### config.mk
export PLATFORM = sky130hd
export DESIGN_NAME = can_fault_conf
export DESIGN_NICKNAME = d
export VERILOG_FILES = /design/src/rtl/can_fc_pkg.sv /design/src/rtl/fc_rx_counter.sv /design/src/rtl/fc_run_counter.sv /design/src/rtl/can_fault_conf.sv
export SDC_FILE = /design/constraint.sdc
export NUM_CORES = 1
export LEC_CHECK = 0
export BUFFER_PORTS_ARGS = -buffer_cell sky130_fd_sc_hd__buf_2
export CORE_MARGIN = 1.5
export CORE_UTILIZATION = 50
export DETAILED_ROUTE_END_ITERATION = 8
export GPL_ROUTABILITY_DRIVEN = 0
export GPL_TIMING_DRIVEN = 0
export PLACE_DENSITY_LB_ADDON = 0.2
export SYNTH_ARGS = -nofsm -noshare
export SYNTH_HDL_FRONTEND = slang
export SYNTH_SLANG_ARGS = --single-unit
### constraint.sdc
create_clock -name clk -period 3.6 [get_ports clk]
set_clock_uncertainty 0.15 [all_clocks]
set_input_delay 0.72 -clock clk [delete_from_list [all_inputs] [get_ports clk]]
set_output_delay 0.72 -clock clk [all_outputs]
set_load 0.05 [all_outputs]
### src/rtl/can_fc_pkg.sv
package can_fc_pkg;

    typedef enum logic [1:0] {
        FC_ACTIVE  = 2'b00,
        FC_PASSIVE = 2'b01,
        FC_BUSOFF  = 2'b10
    } fc_state_e;

endpackage

### src/rtl/fc_rx_counter.sv
module fc_rx_counter #(
    parameter int CNT_W  = 8,
    parameter int LIMIT  = 128,
    parameter int RELOAD = 119
) (
    input  logic             clk,
    input  logic             rst_n,
    input  logic             err_i,
    input  logic             ok_i,
    input  logic             freeze_i,
    input  logic             clear_i,
    output logic [CNT_W-1:0] cnt_d_o,
    output logic [CNT_W-1:0] cnt_q_o
);

    localparam logic [CNT_W-1:0] LIMIT_V  = CNT_W'(LIMIT);
    localparam logic [CNT_W-1:0] RELOAD_V = CNT_W'(RELOAD);

    logic [CNT_W-1:0] cnt_d, cnt_q;

    always_comb begin
        cnt_d = cnt_q;
        if (clear_i) begin
            cnt_d = '0;
        end else if (!freeze_i) begin
            if (err_i) begin
                if (cnt_q < LIMIT_V) cnt_d = cnt_q + 1'b1;
            end else if (ok_i) begin
                if (cnt_q >= LIMIT_V)  cnt_d = RELOAD_V;
                else if (cnt_q != '0)  cnt_d = cnt_q - 1'b1;
            end
        end
    end

    always_ff @(posedge clk or negedge rst_n) begin
        if (!rst_n) cnt_q <= '0;
        else        cnt_q <= cnt_d;
    end

    assign cnt_d_o = cnt_d;
    assign cnt_q_o = cnt_q;

    // saturation keeps the count at the limit
    a_r6_rx_cap: assert property (@(posedge clk) disable iff (!rst_n)
        cnt_q <= LIMIT_V);

    // frozen counter holds unless a recovery clear arrives
    a_r10_rx_frozen: assert property (@(posedge clk) disable iff (!rst_n)
        (freeze_i && !clear_i) |=> $stable(cnt_q));

    // a good reception above the limit lands on the reload value
    a_r7_reload: assert property (@(posedge clk) disable iff (!rst_n)
        (!freeze_i && !clear_i && !err_i && ok_i && cnt_q >= LIMIT_V) |=> (cnt_q == RELOAD_V));

endmodule

### src/rtl/fc_run_counter.sv
module fc_run_counter #(
    parameter int RUN_LEN = 11
) (
    input  logic clk,
    input  logic rst_n,
    input  logic en_i,
    input  logic bit_vld_i,
    input  logic bit_rec_i,
    output logic wrap_o
);

    localparam int RUN_W = (RUN_LEN > 1) ? $clog2(RUN_LEN) : 1;
    localparam logic [RUN_W-1:0] LAST_V = RUN_W'(RUN_LEN - 1);

    logic [RUN_W-1:0] run_d, run_q;
    logic             wrap;

    always_comb begin
        run_d = run_q;
        wrap  = 1'b0;
        if (!en_i) begin
            run_d = '0;
        end else if (bit_vld_i) begin
            if (!bit_rec_i) begin
                run_d = '0;
            end else if (run_q == LAST_V) begin
                run_d = '0;
                wrap  = 1'b1;
            end else begin
                run_d = run_q + 1'b1;
            end
        end
    end

    always_ff @(posedge clk or negedge rst_n) begin
        if (!rst_n) run_q <= '0;
        else        run_q <= run_d;
    end

    assign wrap_o = wrap;

    // the run never exceeds its length
    a_r11_run_bound: assert property (@(posedge clk) disable iff (!rst_n)
        int'(run_q) < RUN_LEN);

    // a dominant bit restarts the run
    a_r11_dominant_restart: assert property (@(posedge clk) disable iff (!rst_n)
        (en_i && bit_vld_i && !bit_rec_i) |=> (run_q == '0));

    // cycles without a bit strobe leave the run alone
    a_r11_idle_hold: assert property (@(posedge clk) disable iff (!rst_n)
        (en_i && !bit_vld_i) |=> $stable(run_q));

endmodule

### src/rtl/can_fault_conf.sv
module can_fault_conf
    import can_fc_pkg::*;
#(
    parameter int CNT_W       = 8,
    parameter int TX_ERR_INC  = 8,
    parameter int PASSIVE_LIM = 128,
    parameter int RX_RELOAD   = 119,
    parameter int RUN_LEN     = 11,
    parameter int RECOVER_CNT = 128
) (
    input  logic             clk,
    input  logic             rst_n,
    input  logic             tx_err_i,
    input  logic             rx_err_i,
    input  logic             tx_ok_i,
    input  logic             rx_ok_i,
    input  logic             ack_err_i,
    input  logic             bit_vld_i,
    input  logic             bit_val_i,
    output logic [CNT_W-1:0] tx_cnt_o,
    output logic [CNT_W-1:0] rx_cnt_o,
    output logic [1:0]       state_o,
    output logic             busoff_irq_o
);

    localparam logic [CNT_W-1:0] PASSIVE_V = CNT_W'(PASSIVE_LIM);
    localparam logic [CNT_W-1:0] REC_LAST  = CNT_W'(RECOVER_CNT - 1);
    localparam logic [CNT_W:0]   TX_INC_V  = (CNT_W+1)'(TX_ERR_INC);

    typedef struct packed {
        logic [CNT_W-1:0] tx;
        fc_state_e        st;
        logic             irq;
    } fc_regs_t;

    fc_regs_t         r_d, r_q;
    logic             busoff;
    logic             run_wrap;
    logic             recover_done;
    logic             tx_hit;
    logic [CNT_W:0]   tx_sum;
    logic [CNT_W-1:0] rx_next, rx_cnt;

    assign busoff       = (r_q.st == FC_BUSOFF);
    assign recover_done = busoff && run_wrap && (r_q.tx == REC_LAST);

    fc_run_counter #(.RUN_LEN(RUN_LEN)) u_run (
        .clk       (clk),
        .rst_n     (rst_n),
        .en_i      (busoff),
        .bit_vld_i (bit_vld_i),
        .bit_rec_i (bit_val_i),
        .wrap_o    (run_wrap)
    );

    fc_rx_counter #(
        .CNT_W  (CNT_W),
        .LIMIT  (PASSIVE_LIM),
        .RELOAD (RX_RELOAD)
    ) u_rx (
        .clk      (clk),
        .rst_n    (rst_n),
        .err_i    (rx_err_i),
        .ok_i     (rx_ok_i),
        .freeze_i (busoff),
        .clear_i  (recover_done),
        .cnt_d_o  (rx_next),
        .cnt_q_o  (rx_cnt)
    );

    always_comb begin
        r_d     = r_q;
        r_d.irq = 1'b0;
        tx_hit  = tx_err_i || (ack_err_i && r_q.st == FC_ACTIVE);
        tx_sum  = {1'b0, r_q.tx} + TX_INC_V;
        if (!busoff) begin
            if (tx_hit) begin
                if (tx_sum[CNT_W]) begin
                    r_d.tx  = '0;
                    r_d.st  = FC_BUSOFF;
                    r_d.irq = 1'b1;
                end else begin
                    r_d.tx = tx_sum[CNT_W-1:0];
                end
            end else if (tx_ok_i && r_q.tx != '0) begin
                r_d.tx = r_q.tx - 1'b1;
            end
            if (r_d.st != FC_BUSOFF) begin
                r_d.st = (r_d.tx >= PASSIVE_V || rx_next >= PASSIVE_V) ? FC_PASSIVE : FC_ACTIVE;
            end
        end else if (run_wrap) begin
            if (recover_done) begin
                r_d.tx = '0;
                r_d.st = FC_ACTIVE;
            end else begin
                r_d.tx = r_q.tx + 1'b1;
            end
        end
    end

    always_ff @(posedge clk or negedge rst_n) begin
        if (!rst_n) r_q <= '{tx: '0, st: FC_ACTIVE, irq: 1'b0};
        else        r_q <= r_d;
    end

    assign tx_cnt_o     = r_q.tx;
    assign rx_cnt_o     = rx_cnt;
    assign state_o      = r_q.st;
    assign busoff_irq_o = r_q.irq;

    // the interrupt lasts a single cycle
    a_r8_irq_pulse: assert property (@(posedge clk) disable iff (!rst_n)
        busoff_irq_o |=> !busoff_irq_o);

    // entry into bus off comes with a cleared counter and the pulse
    a_r8_entry: assert property (@(posedge clk) disable iff (!rst_n)
        (busoff && $past(r_q.st) != FC_BUSOFF) |-> (tx_cnt_o == '0 && busoff_irq_o));

    // outside bus off, passive exactly when a counter is at the limit
    a_r4_passive_level: assert property (@(posedge clk) disable iff (!rst_n)
        !busoff |-> ((r_q.st == FC_PASSIVE) == (tx_cnt_o >= PASSIVE_V || rx_cnt_o >= PASSIVE_V)));

    // an ACK error in error passive leaves the transmit counter alone
    a_r9_ack_passive: assert property (@(posedge clk) disable iff (!rst_n)
        (r_q.st == FC_PASSIVE && ack_err_i && !tx_err_i && !tx_ok_i) |=> $stable(tx_cnt_o));

    // in bus off only a completed recessive run moves the transmit counter
    a_r10_busoff_hold: assert property (@(posedge clk) disable iff (!rst_n)
        (busoff && !run_wrap) |=> ($stable(tx_cnt_o) && state_o == 2'b10));

    // leaving bus off lands in error active with both counters cleared
    a_r12_recover: assert property (@(posedge clk) disable iff (!rst_n)
        ($past(r_q.st) == FC_BUSOFF && !busoff) |-> (state_o == 2'b00 && tx_cnt_o == '0 && rx_cnt_o == '0));

endmodule

### Word level (Yosys, flattened, before mapping)

Index checks and enable logic that the tools add are counted.

| storage, ports and cells | value |
|---|---|
| register bits | 23 |
| bits of input ports | 9 |
| output and inout port bits | 19 |
| word-level logic and storage cells | 61 |

| operators by class | value |
|---|---|
| $add $sub $neg | 6 |
| order comparisons | 4 |
| equality and inequality tests | 7 |
| mux-type cells | 29 |
| reduce and logical (&&, ||, !) cells | 10 |

Operator list:

| operator | number |
|---|---|
| $mux 8 | 12 |
| $ge 8x8->1 const B | 3 |
| $mux 10 | 2 |
| $add 8x1->8 const B | 2 |
| $mux 4 | 4 |
| $reduce_bool 8->1 | 2 |
| $sub 8x1->8 const B | 2 |
| $add 8x4->9 const B | 1 |
| $mux 3 | 3 |
| $eq 8x7->1 const B | 1 |
| $lt 8x8->1 const B | 1 |
| $mux 1 | 6 |
| $add 4x1->4 const B | 1 |
| $eq 4x4->1 const B | 1 |
| $logic_and 1x1->1 | 4 |
| $mux 2 | 2 |
| $ne 2x1->1 const B | 2 |
| $ne 2x2->1 const B | 2 |
| $eq 2x2->1 const B | 1 |
| $logic_not 2->1 | 1 |
| $logic_or 1x1->1 | 2 |
| $reduce_and 2->1 | 1 |

### Depth between registers and ports, before layout

Gate-level depths: netlist (run 1).

| depth | value |
|---|---|
| depth after elaboration | 13 |
| gate-level depth with buffers | 7 |
| depth with buffers taken out | 7 |

### Cells and area by module

A second synthesis (run 1) with hierarchy kept.

| unflattened totals | value |
|---|---|
| cells, all modules | 241 |
| area, all modules | 2114.5 sq um |

By module, submodules not included:

| module | instances | cells an instance | area each (sq um) | sequential area each (sq um) |
|---|---|---|---|---|
| can_fault_conf | 1 | 109 | 957.2 | 275.3 |
| fc_rx_counter | 1 | 102 | 867.1 | 200.2 |
| fc_run_counter | 1 | 30 | 290.3 | 100.1 |

### Worst setup path after synthesis (run 1)

Ideal clock, no wire load.

| timing path | value |
|---|---|
| path type | register -> register |
| from | register u_rx.cnt_q[4], in the netlist u_rx.cnt_q_o[4] |
| to | register u_rx.cnt_q[0], in the netlist u_rx.cnt_q_o[0] |
| setup time | 154 ps |
| arrival time | 2187 ps |
| required time | 3296 ps |
| path slack | 1109 ps |
| stages on the path, launching flop included | 8 |
| path buffers | 2 |
| period minus slack after synthesis | 2491 ps |
| cell sequence | dfrtp_1 > buf_6 > or4_4 > buf_6 > or4b_4 > mux2i_1 > nand2_1 > o311ai_1 |

| between the ends | value |
|---|---|
| longest elaborated chain between the ends | 7 |
| elaborated cells on any way between the ends | 10 |
| classes of those cells | order compare (2); mux (7); reduce/logical (1) |

RTL lines:

| item | RTL line | text |
|---|---|---|
| start: declaration | fc_rx_counter.sv:19 | `logic [CNT_W-1:0] cnt_d, cnt_q;` |
| start signal: assignment | fc_rx_counter.sv:37 | `else cnt_q <= cnt_d;` |
| parallel branches: the longest is 4 deep, another holds $ge 8x8->1 | -- |  |
| $mux 8 * | fc_rx_counter.sv:26 | `if (err_i) begin` |
| $mux 8 * | fc_rx_counter.sv:25 | `end else if (!freeze_i) begin` |
| $mux 8 * | fc_rx_counter.sv:23 | `if (clear_i) begin` |
| named net rx_next[0] | can_fault_conf.sv:42 | `logic [CNT_W-1:0] rx_next, rx_cnt;` |

Mark *: on every way through the listed nets, which the timed path passes.
A chain may end at the register's enable or synchronous reset.

### Worst setup path in the final report (run 1)

| timing path | value |
|---|---|
| from | register u_rx.cnt_q[5], in the netlist u_rx.cnt_q_o[5] |
| to | register u_rx.cnt_q[0], in the netlist u_rx.cnt_q_o[0] |

The elaborated chain is that of the path after synthesis.

==> results.yml, run 1 <==
status:
  status: "finished clean"
timing:
  period_share_pct: 64.8
  slew_violations: 0
  fin_ws_ns: 1.27
  setup_viol: 0
  hold_violations: 0
  slew_headroom_pct: 58.1
  rsz0062_at_grt: "false"
  worst_pin_slew_ns: 0.628
  final.setup.tns_ns: 0
  fin_crit_ns: 2.33
  fmax_ghz: 0.428
final_layout:
  final_nets: 288
  diodes: 0
  layout-drive-gt1-share_pct: 14.6
  postLayoutCellArea_mm2: 0.00217
  fill_cells: 379
  area_growth_pct: 11.9
synthesis:
  mappedNetlistArea_mm2: 0.00194
  yosys-top-cells-count: "dfrtp_1 (23), nand2_1 (19), nor2_1 (16)"
  synthCells: 239
  synth-main-ff-cell: "dfrtp_1"
  yosysUniqueCellTypes: 63
  synth_area_leaders: "dfrtp_1 (30%), ha_1 (6.5%), nand2_1 (3.7%)"
  synthesis.nets: 258
  synth_top_area_share_pct: 29.7
  yosys.area.top_type: "dfrtp_1"
  yosysSeqAreaShare_pct: 29.7
  syn-mean-instance-area_um2: 8.11
  async_reset_ff_share_pct: 100
  ys_warn_count: 0
  ys_ff_latch: 23
  synth_edf_count: 0
  synth_most_common_cell: "dfrtp_1"
hold_path:
  hp-class: "primary input to async pin"
worst_setup_path:
  endpoint_kind: "flop"
  path_class: "flop to flop"
  critPathRequiredTime_ns: 3.62
  max_stage_delay_ns: 0.57
  critPathLaunchType: "flop"
  crit_arrival_ns: 2.35
  slowest_stage: "or4_4"
  path_max_fanout: 9
  path_cells: "or4_4 > buf_6 > or4b_4 > mux2i_1 > nand2_1 > o311ai_1"
power:
  p_leak_nw: 0.917
  power.density_mw_per_mm2: 247
  vdd_drop_max_mv: 0.147
placement:
  hpwl_um: 3470
  placed_area_mm2: 0.00212
  io_buffers: 25
  pre_cts_slack_ns: 1.09
routing:
  ant_nets: 0
  route.detailed.drc: 0
  vias: 1938
  first_pass_iters: 4
  routed_wl_um: 4810
  drtIter0Drc: 273
  routedWlPerCell_um: 15.2
  via_per_inst: 6.13
clocking:
  cts_buffers: 3
  clock_path_buffers: 2
  ctsResizeCount: 0
  root_buffer: "clkbuf_8"
  path_clk_slew_ns: 0.09
  clk_latency_ns: 0.27
  htreeDepth: 1
  cts_setup_buffers: 0
  hold_buffers: 0
  clock_sinks: 23
  cts_tree: "done"
global_routing:
  busiest_layer: "met2"
  met2_usage_pct: 35.3
  grtUsageMet1_pct: 34.9
  globalRouteTotalUtil_pct: 23.8
  antenna_found_initial: 0
  grt_max_degree: 24
  grt_pass1_wl_um: 8010
  first_global_vias: 1700
  use_met3_pct: 5.14
  grt.overflow.total: 0
floorplanning:
  core.rowCount: 22
  initial_utilization_pct: 52.5
  fp.dieArea_mm2: 0.00426
  io_pins: 28
  chipHeight_um: 65.3
  core_mm2: 0.00369
  die_w_um: 65.3
job:
  maxCapViolCount: 0
-- cell usage in the layout (no fill, tap or decap), types with 3 or more instances in the layout --
cell       n
a21oi_1   14
a31oi_1    5
and2_1     3
and3_1     4
buf_2     26
clkbuf_1  14
clkbuf_8   3
dfrtp_1   23
ha_1      10
inv_1      9
mux2i_1    3
nand2_1   19
nand2b_1   5
nand3_1   10
nand4_1    9
nor2_1    16
nor2b_1    3
nor3_1    10
nor3b_1    4
nor4_1     4
o211ai_1   4
o21a_1     3
o21ai_0   11
o21ai_1    5
-- worst paths after layout --
kind | cells after the start | slack, ns | from | endpoint
setup reg to reg | 6 | 1.27 | u_rx.cnt_q_o[5] | u_rx.cnt_q_o[0]
hold / removal | 1 | 0.27 | rst_n | u_run.run_q[2]
setup / recovery | 6 | 1.27 | u_rx.cnt_q_o[5] | u_rx.cnt_q_o[0]
max in group asynchronous | 1 | 2.67 | rst_n | u_rx.cnt_q_o[0]
min in group clk | 2 | 0.40 | u_run.run_q[3] | u_run.run_q[3]
hold reg to reg | 2 | 0.40 | u_run.run_q[3] | u_run.run_q[3]
-- per-layer routing --
metal  part of all wire [%]  wire length, um  vias up
li1                       -                -      955
met1                     49             2350      896
met2                     43             2050       79
met3                    7.3              353        8
met4                    1.1               55        0
met5                      0                0        -
-- cell families (layout without fill, tap and decap cells) --
logic type / after synthesis / count (layout) / share of synthesized area (%)
simple gates: 101 / 101 / 29.1
compound gates: 70 / 70 / 24.8
buf+inv: 27 / 56 / 6.07
flops: 23 / 23 / 29.7
fa+ha+maj: 10 / 10 / 6.46
xor+xnor: 4 / 4 / 1.81
mux: 4 / 4 / 2.13
-- critical path: cells and delay by family (launching register included) --
kind,cells,cell delay (ns)
compound gates,1,0.08
mux,1,0.19
buf+inv,1,0.15
flops,1,0.48
simple gates,3,1.18
-- per-stage QoR --
step | total power, mW | instances | hold slack (ns) | util (%)
2_1_floorplan | 0.345 | 239 | 0.274 | -
3_3_place_gp | 0.372 | 312 | 0.385 | 57.6
3_5_place_dp | 0.373 | 312 | 0.396 | 57.6
4_1_cts | 0.537 | 316 | 0.288 | 58.8
5_1_grt | 0.563 | 316 | 0.309 | 58.8
6_report | 0.535 | 316 | 0.270 | 58.8
-- area by class of cell --
type / instances / area [um^2] / area share (%)
repair buffers: 25 / 125 / 5.77
plain buffers: 17 / 80.1 / 3.69
multi-input cells: 189 / 1240 / 57.4
well taps: 48 / 60.1 / 2.77
clock buffers: 3 / 41.3 / 1.90
clock inverters: 1 / 5.00 / 0.231
inverters: 10 / 37.5 / 1.73
flip-flops and latches: 23 / 576 / 26.5
-- sequential cells by signal, indices dropped and copies added (netlist names) --
signal and flops:
busoff_irq_o 1, state_o 2, tx_cnt_o 8, u_run.run_q 4, u_rx.cnt_q_o 8
-- report_power, final --
| group | leakage [nW] | internal [mW] | total, mW | switching, mW |
|---|---|---|---|---|
| clock | 0.0255 | 0.0775 | 0.167 | 0.0898 |
| combinational | 0.602 | 0.0305 | 0.0896 | 0.0591 |
| sequential | 0.290 | 0.267 | 0.279 | 0.0118 |
Note: power is estimated with default switching activity, not from simulation.
==> inputs of run 2 (changes only) <==
- clock period: 3.6 -> 2 ns (I/O delays scaled with it)
==> run 2 against run 1 <==
Against the previous run:
- the flow now finishes with violations (setup timing)
- core utilization increased by 9.7 points
- worst setup slack got worse by 1.4 ns
- first-iteration DRC count increased by 8.1%
- via count increased by 15%
- critical path type unchanged
- cell area increased by 16%
- register-to-register slack got worse by 1.4 ns
- highest routed layer unchanged
- non-clock buffer count increased by 19
==> results.yml, run 2 (synthesized netlist as in run 1, its figures left out) <==
hold_path:
  holdCritStartpoint: "bit_val_i"
  hold_depth: 3
  hp-class: "primary input to flop"
global_routing:
  antenna_found_initial: 0
  first_global_vias: 1856
  grt_pass1_wl_um: 9100
  globalRouteTotalUtil_pct: 27.0
  grt.overflow.total: 0
  grt_max_degree: 24
worst_setup_path:
  path_max_fanout: 4
  path_class: "flop to flop"
  critPathRequiredTime_ns: 2.02
  r2r_setup_slack_ns: -0.15
  critical_path.startpoint: "u_rx.cnt_q_o[5]"
  critPathLaunchType: "flop"
  cp_top_family: "simple AND/OR/NAND/NOR gates"
  slowest_stage: "or4_4"
  max_stage_delay_ns: 0.58
  endpoint_kind: "flop"
  reg2reg_from: "u_rx.cnt_q_o[5]"
  path_cells: "or4_4 > or4b_4 > mux2i_1 > nand2_1 > o311ai_2"
  reg2reg_depth: 5
  path_depth: 5
  path_buf_inv: 0
  crit_arrival_ns: 2.17
final_layout:
  multi_input_area_mm2: 0.00142
  finish.utilization_pct: 68.5
  final_nets: 307
  regArea_um2: 593
  fill_cells: 300
  layout.cells.non_filler: 335
  diodes: 0
  layout_commonest_cell: "buf_2"
  layout-drive-gt1-share_pct: 36.2
  area_growth_pct: 30.3
  final_cell_mix: "buf_2 (27), buf_4 (24), nand2_1 (18)"
routing:
  routed_wl_um: 6210
  route.detailed.drc: 0
  first_pass_iters: 7
  ant_nets: 0
  drtIter0Drc: 295
  vias: 2226
  routedWlPerCell_um: 18.5
  via_per_inst: 6.64
timing:
  setup_viol: 15
  period_share_pct: 108
  fin_crit_ns: 2.15
  slew_violations: 0
  rsz0062_at_grt: "true"
  hold_violations: 0
  hold_ws_ns: 0.268
  fmax_ghz: 0.464
  slew_headroom_pct: 64.7
  fin_ws_ns: -0.155
  final.setup.tns_ns: -0.946
  worst_pin_slew_ns: 0.529
clocking:
  clock_sinks: 23
  cts_buffers: 3
  clock_path_buffers: 2
  path_clk_slew_ns: 0.09
  htreeDepth: 1
  root_buffer: "clkbuf_8"
  clk_latency_ns: 0.27
  cts_tree: "done"
power:
  p_int_mw: 0.695
  p_leak_nw: 1.05
  p_clk_share_pct: 29.8
  swShare_pct: 30.6
  vdd_drop_max_mv: 0.223
  switchingPower_mw: 0.306
  finalPower_mw: 1.00
  pwr-share-seq_pct: 50.7
  p_comb_share_pct: 19.4
  power.density_mw_per_mm2: 396
floorplanning:
  core.rowCount: 22
  initial_utilization_pct: 52.5
  fp.dieArea_mm2: 0.00426
  core_mm2: 0.00369
  chipHeight_um: 65.3
  die_w_um: 65.3
  io_pins: 28
placement:
  hpwl_um: 3670
  io_buffers: 25
  placedCellCount: 312
status:
  violations: "setup timing"
  status: "finished, violations left"
job:
  maxCapViolCount: 0
==> run 2: layer usage <==
layer / routed length, um / part of all wire (%) / global-route usage [%]
met1: 2650 / 43 / 40.2
met2: 2780 / 45 / 42.0
met3: 613 / 9.9 / 2.91
met4: 158 / 2.5 / 5.99
met5: 0 / 0 / 0
==> run 2: final cells by class <==
class | count | area share [%]
inverters | 10 | 1.49
plain buffers | 10 | 1.73
well taps | 48 | 2.38
repair buffers | 51 | 12.9
flip-flops and latches | 23 | 23.5
clock buffers | 4 | 1.78
multi-input cells | 189 | 56.2
==> run 2: power by group through the flow <==
stage          Clock, mW  Combinational (mW)  Sequential (mW)
3_5_place_dp           0               0.168            0.513
3_3_place_gp           0               0.165            0.512
5_1_grt            0.324               0.211            0.509
2_1_floorplan          0              0.0955            0.534
4_1_cts            0.305               0.180            0.502
6_report           0.298               0.194            0.508
==> run 2: metrics by stage <==
stage | instance area, um^2 | setup WS (ns)
detailed placement | 2170 | -0.320
global placement | 2170 | -0.309
floorplan | 1990 | -0.351
finish | 2530 | -0.155
global route | 2530 | -0.219
CTS | 2330 | -0.119
==> run 2: path summary, 6_finish.rpt <==
| path | to |
|---|---|
| max in group asynchronous | u_rx.cnt_q_o[5] |
| hold / removal | u_run.run_q[0] |
| setup / recovery | u_rx.cnt_q_o[0] |
| setup reg to reg | u_rx.cnt_q_o[0] |
| hold reg to reg | u_run.run_q[3] |
| min in group asynchronous | u_run.run_q[3] |
==> run 2: worst min-delay path, delay by kind of cell <==
family / cells / cell delay, ns
buffers and inverters: 1 / 0.13
and+or+nand+nor: 1 / 0.07
AOI/OAI and AO/OA: 1 / 0.05
==> run 2: timing repair <==
item | CTS | global route
endpoints found under the hold margin | 23 | 0
gates resized for setup | 15 | 26
hold buffers | 1 | 0
setup endpoints to repair | 18 | 17
buffers inserted | 11 | 14
pin swaps | 9 | 9
